### src/rtl/pwm_tmr_pkg.sv
package pwm_tmr_pkg;

  typedef enum logic [1:0] {
    SEL_RISE   = 2'd0,
    SEL_PERIOD = 2'd1,
    SEL_SHADOW = 2'd2,
    SEL_NONE   = 2'd3
  } reg_sel_e;

  // Pin level after an enabled edge; the period match dominates
  function automatic logic pin_next(input logic level, input logic hit_rise,
                                    input logic hit_period);
    if (hit_period)    return 1'b0;
    else if (hit_rise) return 1'b1;
    else               return level;
  endfunction

endpackage

### src/rtl/tmr_regfile.sv
module tmr_regfile
  import pwm_tmr_pkg::*;
#(
  parameter int CNT_W = 16
) (
  input  logic             clk,
  input  logic             rst_n,
  input  logic             wr_en,
  input  logic [1:0]       wr_addr,
  input  logic [CNT_W-1:0] wr_data,
  input  logic             xfer,
  output logic [CNT_W-1:0] rise_q,
  output logic [CNT_W-1:0] period_q,
  output logic [CNT_W-1:0] shadow_q
);

  reg_sel_e sel;
  logic     wr_rise, wr_period, wr_shadow;

  assign sel       = reg_sel_e'(wr_addr);
  assign wr_rise   = wr_en && (sel == SEL_RISE);
  assign wr_period = wr_en && (sel == SEL_PERIOD);
  assign wr_shadow = wr_en && (sel == SEL_SHADOW);

  // Rise register: a direct write beats the shadow transfer
  always_ff @(posedge clk or negedge rst_n) begin
    if (!rst_n)       rise_q <= '0;
    else if (wr_rise) rise_q <= wr_data;
    else if (xfer)    rise_q <= shadow_q;
  end

  always_ff @(posedge clk or negedge rst_n) begin
    if (!rst_n)         period_q <= '0;
    else if (wr_period) period_q <= wr_data;
  end

  always_ff @(posedge clk or negedge rst_n) begin
    if (!rst_n)         shadow_q <= '0;
    else if (wr_shadow) shadow_q <= wr_data;
  end

  // the unused address leaves every register as it was
  a_r9_none_addr_inert: assert property (@(posedge clk) disable iff (!rst_n)
    (wr_en && wr_addr == 2'd3 && !xfer) |=>
      ($stable(rise_q) && $stable(period_q) && $stable(shadow_q)));

  // without a transfer or a rise write, the active rise value holds
  a_r7_rise_holds: assert property (@(posedge clk) disable iff (!rst_n)
    (!xfer && !wr_rise) |=> $stable(rise_q));

endmodule

### src/rtl/tmr_counter.sv
module tmr_counter #(
  parameter int CNT_W = 16
) (
  input  logic             clk,
  input  logic             rst_n,
  input  logic             tick,
  input  logic             clr,
  output logic [CNT_W-1:0] cnt_q
);

  localparam logic [CNT_W-1:0] ONE = CNT_W'(1);

  function automatic logic [CNT_W-1:0] count_next(input logic [CNT_W-1:0] c,
                                                  input logic t, input logic z);
    if (!t)     return c;
    else if (z) return '0;
    else        return c + ONE;
  endfunction

  always_ff @(posedge clk or negedge rst_n) begin
    if (!rst_n) cnt_q <= '0;
    else        cnt_q <= count_next(cnt_q, tick, clr);
  end

  // no tick, no movement
  a_r2_hold_idle: assert property (@(posedge clk) disable iff (!rst_n)
    !tick |=> $stable(cnt_q));

endmodule

### src/rtl/tmr_compare_out.sv
module tmr_compare_out
  import pwm_tmr_pkg::*;
#(
  parameter int CNT_W = 16
) (
  input  logic             clk,
  input  logic             rst_n,
  input  logic             tick,
  input  logic [CNT_W-1:0] cnt,
  input  logic [CNT_W-1:0] rise_val,
  input  logic [CNT_W-1:0] period_val,
  output logic             hit_rise,
  output logic             hit_period,
  output logic             pin_q,
  output logic             rise_pulse_q,
  output logic             period_pulse_q
);

  assign hit_rise   = tick && (cnt == rise_val);
  assign hit_period = tick && (cnt == period_val);

  always_ff @(posedge clk or negedge rst_n) begin
    if (!rst_n) begin
      pin_q          <= 1'b0;
      rise_pulse_q   <= 1'b0;
      period_pulse_q <= 1'b0;
    end else begin
      pin_q          <= pin_next(pin_q, hit_rise, hit_period);
      rise_pulse_q   <= hit_rise;
      period_pulse_q <= hit_period;
    end
  end

  // a period match always leaves the pin low
  a_r5_period_low: assert property (@(posedge clk) disable iff (!rst_n)
    period_pulse_q |-> !pin_q);

  // a lone rise match leaves the pin high
  a_r4_rise_high: assert property (@(posedge clk) disable iff (!rst_n)
    (rise_pulse_q && !period_pulse_q) |-> pin_q);

  // status pulses only follow enabled edges
  a_r8_pulse_needs_tick: assert property (@(posedge clk) disable iff (!rst_n)
    (rise_pulse_q || period_pulse_q) |-> $past(tick));

endmodule

### src/rtl/cmp_pwm_timer.sv
module cmp_pwm_timer
  import pwm_tmr_pkg::*;
#(
  parameter int CNT_W = 16
) (
  input  logic             clk,
  input  logic             rst_n,
  input  logic             cnt_en,
  input  logic             wr_en,
  input  logic [1:0]       wr_addr,
  input  logic [CNT_W-1:0] wr_data,
  output logic             pwm_out,
  output logic             rise_hit,
  output logic             fall_hit,
  output logic [CNT_W-1:0] count_val
);

  logic [CNT_W-1:0] rise_q, period_q, shadow_q, cnt_q;
  logic             ev_rise, ev_period;

  tmr_regfile #(.CNT_W(CNT_W)) u_regs (
    .clk(clk), .rst_n(rst_n), .wr_en(wr_en), .wr_addr(wr_addr),
    .wr_data(wr_data), .xfer(ev_rise), .rise_q(rise_q),
    .period_q(period_q), .shadow_q(shadow_q)
  );

  tmr_counter #(.CNT_W(CNT_W)) u_cnt (
    .clk(clk), .rst_n(rst_n), .tick(cnt_en), .clr(ev_period), .cnt_q(cnt_q)
  );

  tmr_compare_out #(.CNT_W(CNT_W)) u_cmp (
    .clk(clk), .rst_n(rst_n), .tick(cnt_en), .cnt(cnt_q),
    .rise_val(rise_q), .period_val(period_q), .hit_rise(ev_rise),
    .hit_period(ev_period), .pin_q(pwm_out), .rise_pulse_q(rise_hit),
    .period_pulse_q(fall_hit)
  );

  assign count_val = cnt_q;

  // the cycle flagged by a period match shows a cleared counter
  a_r3_clear_on_period: assert property (@(posedge clk) disable iff (!rst_n)
    fall_hit |-> (count_val == '0));

  // the cycle flagged by a rise match shows the shadow value moved in
  a_r6_shadow_moved: assert property (@(posedge clk) disable iff (!rst_n)
    (rise_hit && !$past(wr_en && wr_addr == 2'd0)) |-> (rise_q == $past(shadow_q)));

endmodule

### config.mk
export PLATFORM = sky130hd
export DESIGN_NAME = cmp_pwm_timer
export DESIGN_NICKNAME = d
export VERILOG_FILES = /design/src/rtl/pwm_tmr_pkg.sv /design/src/rtl/tmr_regfile.sv /design/src/rtl/tmr_counter.sv /design/src/rtl/tmr_compare_out.sv /design/src/rtl/cmp_pwm_timer.sv
export SDC_FILE = /design/constraint.sdc
export NUM_CORES = 1
export LEC_CHECK = 0
export BUFFER_PORTS_ARGS = -buffer_cell sky130_fd_sc_hd__buf_4
export CORE_MARGIN = 1.5
export CORE_UTILIZATION = 64
export CTS_BUF_LIST = sky130_fd_sc_hd__clkbuf_8
export DETAILED_ROUTE_END_ITERATION = 8
export GPL_TIMING_DRIVEN = 1
export PLACE_DENSITY = 0.87
export SETUP_SLACK_MARGIN = 0.02
export SLEW_MARGIN = 25
export SYNTH_ARGS = -nofsm -noshare
export SYNTH_HDL_FRONTEND = slang
export SYNTH_SLANG_ARGS = --single-unit
### constraint.sdc
create_clock -name clk -period 4.43 [get_ports clk]
set_clock_uncertainty 0.2 [all_clocks]
set_input_delay 0.886 -clock clk [delete_from_list [all_inputs] [get_ports clk]]
set_output_delay 0.886 -clock clk [all_outputs]
set_load 0.005 [all_outputs]
==> reports/results.tsv <==
stage	metric	value	unit
synthesis	synth-compound-area-share	6.13	%
clock_network	ctsRootBufferMaster	clkbuf_8	
floorplan	die_y	74.0	µm
sta	min_period	2.52	ns
synthesis	synth_area	3220	µm²
floorplan	io_pins	41	
detailed_routing	drt-initial-drc-count	174	
global_routing	grt_overflow	0	
clock_network	postCtsSetupRepairBufs	0	
placement	gp_congestion	0.833	
synthesis	yosysTopAreaCellShare	52.0	%
clock_network	clockBufferDepth	2	
placement	portBuffers	40	
floorplan	initial_utilization	67.4	%
clock_network	path_clk_slew	0.07	ns
synthesis	synth_most_common_cell	dfrtp_1	
detailed_routing	final_antenna_net_count	0	
power_and_ir_drop	p_switching	0.493	mW
critical_path	critical_path_required	4.42	ns
cells_and_area	n_antenna_cell	0	
cells_and_area	final_layout_size_suffix_gt1_share	26.6	%
power_and_ir_drop	p_per_area	433	nW/µm²
sta	finalMaxSlewViolations	0	
global_routing	grt_pass1_wl	11.2	mm
sta	setup_ws	1.91	ns
detailed_routing	via_per_inst	6.10	
sta	rsz0062_at_grt	false	
clock_network	cts_resized	0	
power_and_ir_drop	p_leak	1.62	nW
clock_network	htree_levels	3	
critical_path	end_kind	flop	
floorplan	dieArea	5470	µm²
synthesis	syn_avg_cell_area	10.9	µm²
synthesis	yosys.area.top_type	dfrtp_1	
clock_network	cts_buffers	9	
sta	fin_setup_tns	0	ns
placement	dp_hpwl	4.63	mm
synthesis	muxShareOfSynthArea	11.2	%
critical_path	worst-setup-path-type	reg -> reg	
synthesis	ys_seq_elements	67	
power_and_ir_drop	vdd_drop_max	281	µV
floorplan	core	4790	µm²
placement	post-place-cells	383	
sta	fin_crit_sh	56.8	%
placement	dpl_cell_area	3510	µm²
power_and_ir_drop	p_comb_share	21.3	%
synthesis	synth_xor_area_share	12.5	%
synthesis	postSynth.asyncResetShare	100	%
detailed_routing	wl	6.97	mm
critical_path	worstPathMaxFanout	17	
synthesis	synth_top_family_by_area	simple AND/OR/NAND/NOR gates	
critical_path	start_kind	flop	
floorplan	fp.dieW	74.0	µm
synthesis	ys_seq_area_share	52.0	%
detailed_routing	drt-pass1-iter-count	4	
hold_path	min_path_type	reg -> reg	
power_and_ir_drop	p_seq_share	51.8	%
synthesis	ys_types	28	
synthesis	synthAdderAreaFrac	0.388	%
synthesis	synthSimpleGateAreaFrac	14.3	%
sta	maxClockFrequency	0.397	GHz
synthesis	ys_warn_count	0	
cells_and_area	final_net_count	350	
global_routing	track_usage	28.0	%
sta	slew_headroom	30.2	%
cells_and_area	design_area	3680	µm²
synthesis	ys.flop_type	dfrtp_1	
global_routing	antenna_found_initial	0	
global_routing	grt_start_max_net_pins	68	
synthesis	synth-edff-count	0	
critical_path	crit_arrival	2.51	ns
sta	worst_slew_pin_slew	1.04	ns
run	drv_cap	0	
sta	whs	0.307	ns
synthesis	synthCells	295	
power_and_ir_drop	power.share.clock	26.9	%
clock_network	cts_num_sinks	67	
detailed_routing	wl_per_cell	17.5	µm
detailed_routing	drt_drc_violations_left	0	
run_status	status	completed	
sta	final_hold_viol_count	0	
synthesis	synth_nets	318	
power_and_ir_drop	internal-power	1.10	mW
power_and_ir_drop	p_sw_share	30.9	%
detailed_routing	dr_total_vias	2428	
cells_and_area	syn2layout_area_growth	14.0	%
synthesis	synthTopCellsByCount	dfrtp_1, nor2_1, mux2_2, xor2_1, xnor2_1	
sta	setup_viol	0	
global_routing	grt_pass1_vias	2298	
cells_and_area	fin_cells	398	
clock_network	cts.hold.buffers_added	0	
clock_network	cts_tree	done	
floorplan	placementRows	25	
synthesis	netlist_top_cells_area	dfrtp_1, mux2_2, xor2_1	
placement	dp_slack	1.71	ns
clock_network	worstSkewPairLatency	0.34	ns
[metrics by stage]
stage	power, mW	utilization, %
global placement	1.15	73.3
finish	1.59	76.8
CTS	1.59	76.7
floorplan	1.03	-
global route	1.66	76.8
detailed placement	1.17	73.3
[layout make-up]
| class | instances | area, µm² |
|---|---|---|
| Sequential cell | 67 | 1680 |
| Multi-Input combinational cell | 205 | 1440 |
| Fill cell | 312 | 1110 |
| Timing Repair Buffer | 40 | 300 |
| Clock buffer | 10 | 138 |
| Tap cell | 67 | 83.8 |
| Clock inverter | 5 | 22.5 |
| Inverter | 4 | 15.0 |
[flip-flops by register name, indices dropped and copies added, names as in the netlist]
| register | count |
|---|---|
| u_cnt.cnt_q | 16 |
| u_regs.period_q | 16 |
| u_cmp.pin_q | 1 |
| u_regs.shadow_q | 16 |
| u_cmp.period_pulse_q | 1 |
| u_regs.rise_q | 16 |
| u_cmp.rise_pulse_q | 1 |
[logic make-up after synthesis]
family	after synthesis
buf+inv	23
simple gates	91
xor+xnor	46
mux	32
flops	67
fa+ha+maj	1
compound gates	35
[path summary, 6_finish.rpt]
check | start | slack (ns) | endpoint | cells past startpoint
max | u_cnt.cnt_q[12]$_DFFE_PN0P_ | 1.91 | u_regs.rise_q[4]$_DFFE_PN0P_ | 5
min in group asynchronous | rst_n | 0.43 | u_cnt.cnt_q[11]$_DFFE_PN0P_ | 1
max reg2reg | u_cnt.cnt_q[12]$_DFFE_PN0P_ | 1.91 | u_regs.rise_q[4]$_DFFE_PN0P_ | 5
min | u_regs.shadow_q[7]$_DFFE_PN0P_ | 0.31 | u_regs.shadow_q[7]$_DFFE_PN0P_ | 1
max in group asynchronous | rst_n | 3.05 | u_regs.shadow_q[2]$_DFFE_PN0P_ | 1
min reg2reg | u_regs.shadow_q[7]$_DFFE_PN0P_ | 0.31 | u_regs.shadow_q[7]$_DFFE_PN0P_ | 1
[power groups by stage]
stage	registers [mW]	clock network [mW]	logic (mW)
2_1_floorplan	0.800	0	0.232
3_3_place_gp	0.827	0	0.320
3_5_place_dp	0.834	0	0.334
4_1_cts	0.822	0.434	0.337
5_1_grt	0.835	0.458	0.370
6_report	0.825	0.428	0.339
[cell usage in the layout, fill, tap and decap left out, drive strengths merged]
cell type / n
clkbuf: 10
a31oi: 16
and4: 2
inv: 6
or3b: 1
and3: 4
or4: 1
nor3: 3
a21oi: 1
buf: 40
nand2: 8
nand3b: 2
nand2b: 1
nor4: 4
xor2: 24
dfrtp: 67
nand3: 21
clkinv: 3
ha: 1
nor2: 36
o21ai: 17
o31ai: 1
mux2: 32
xnor2: 22
nand4: 8
[routing by layer]
metal	share of wire (%)	track usage, %
met4	3.0	15.2
met3	5.9	4.88
met2	48	43.2
met5	0	0
met1	43	38.2
[critical path, cell delays in order (launching register included)]
cell     delay (ns)
dfrtp_1        0.45
xnor2_1        0.24
nand4_1        0.19
or4_1          0.85
o21ai_0        0.31
a31oi_1        0.12
(Power assumes the default switching activity.)
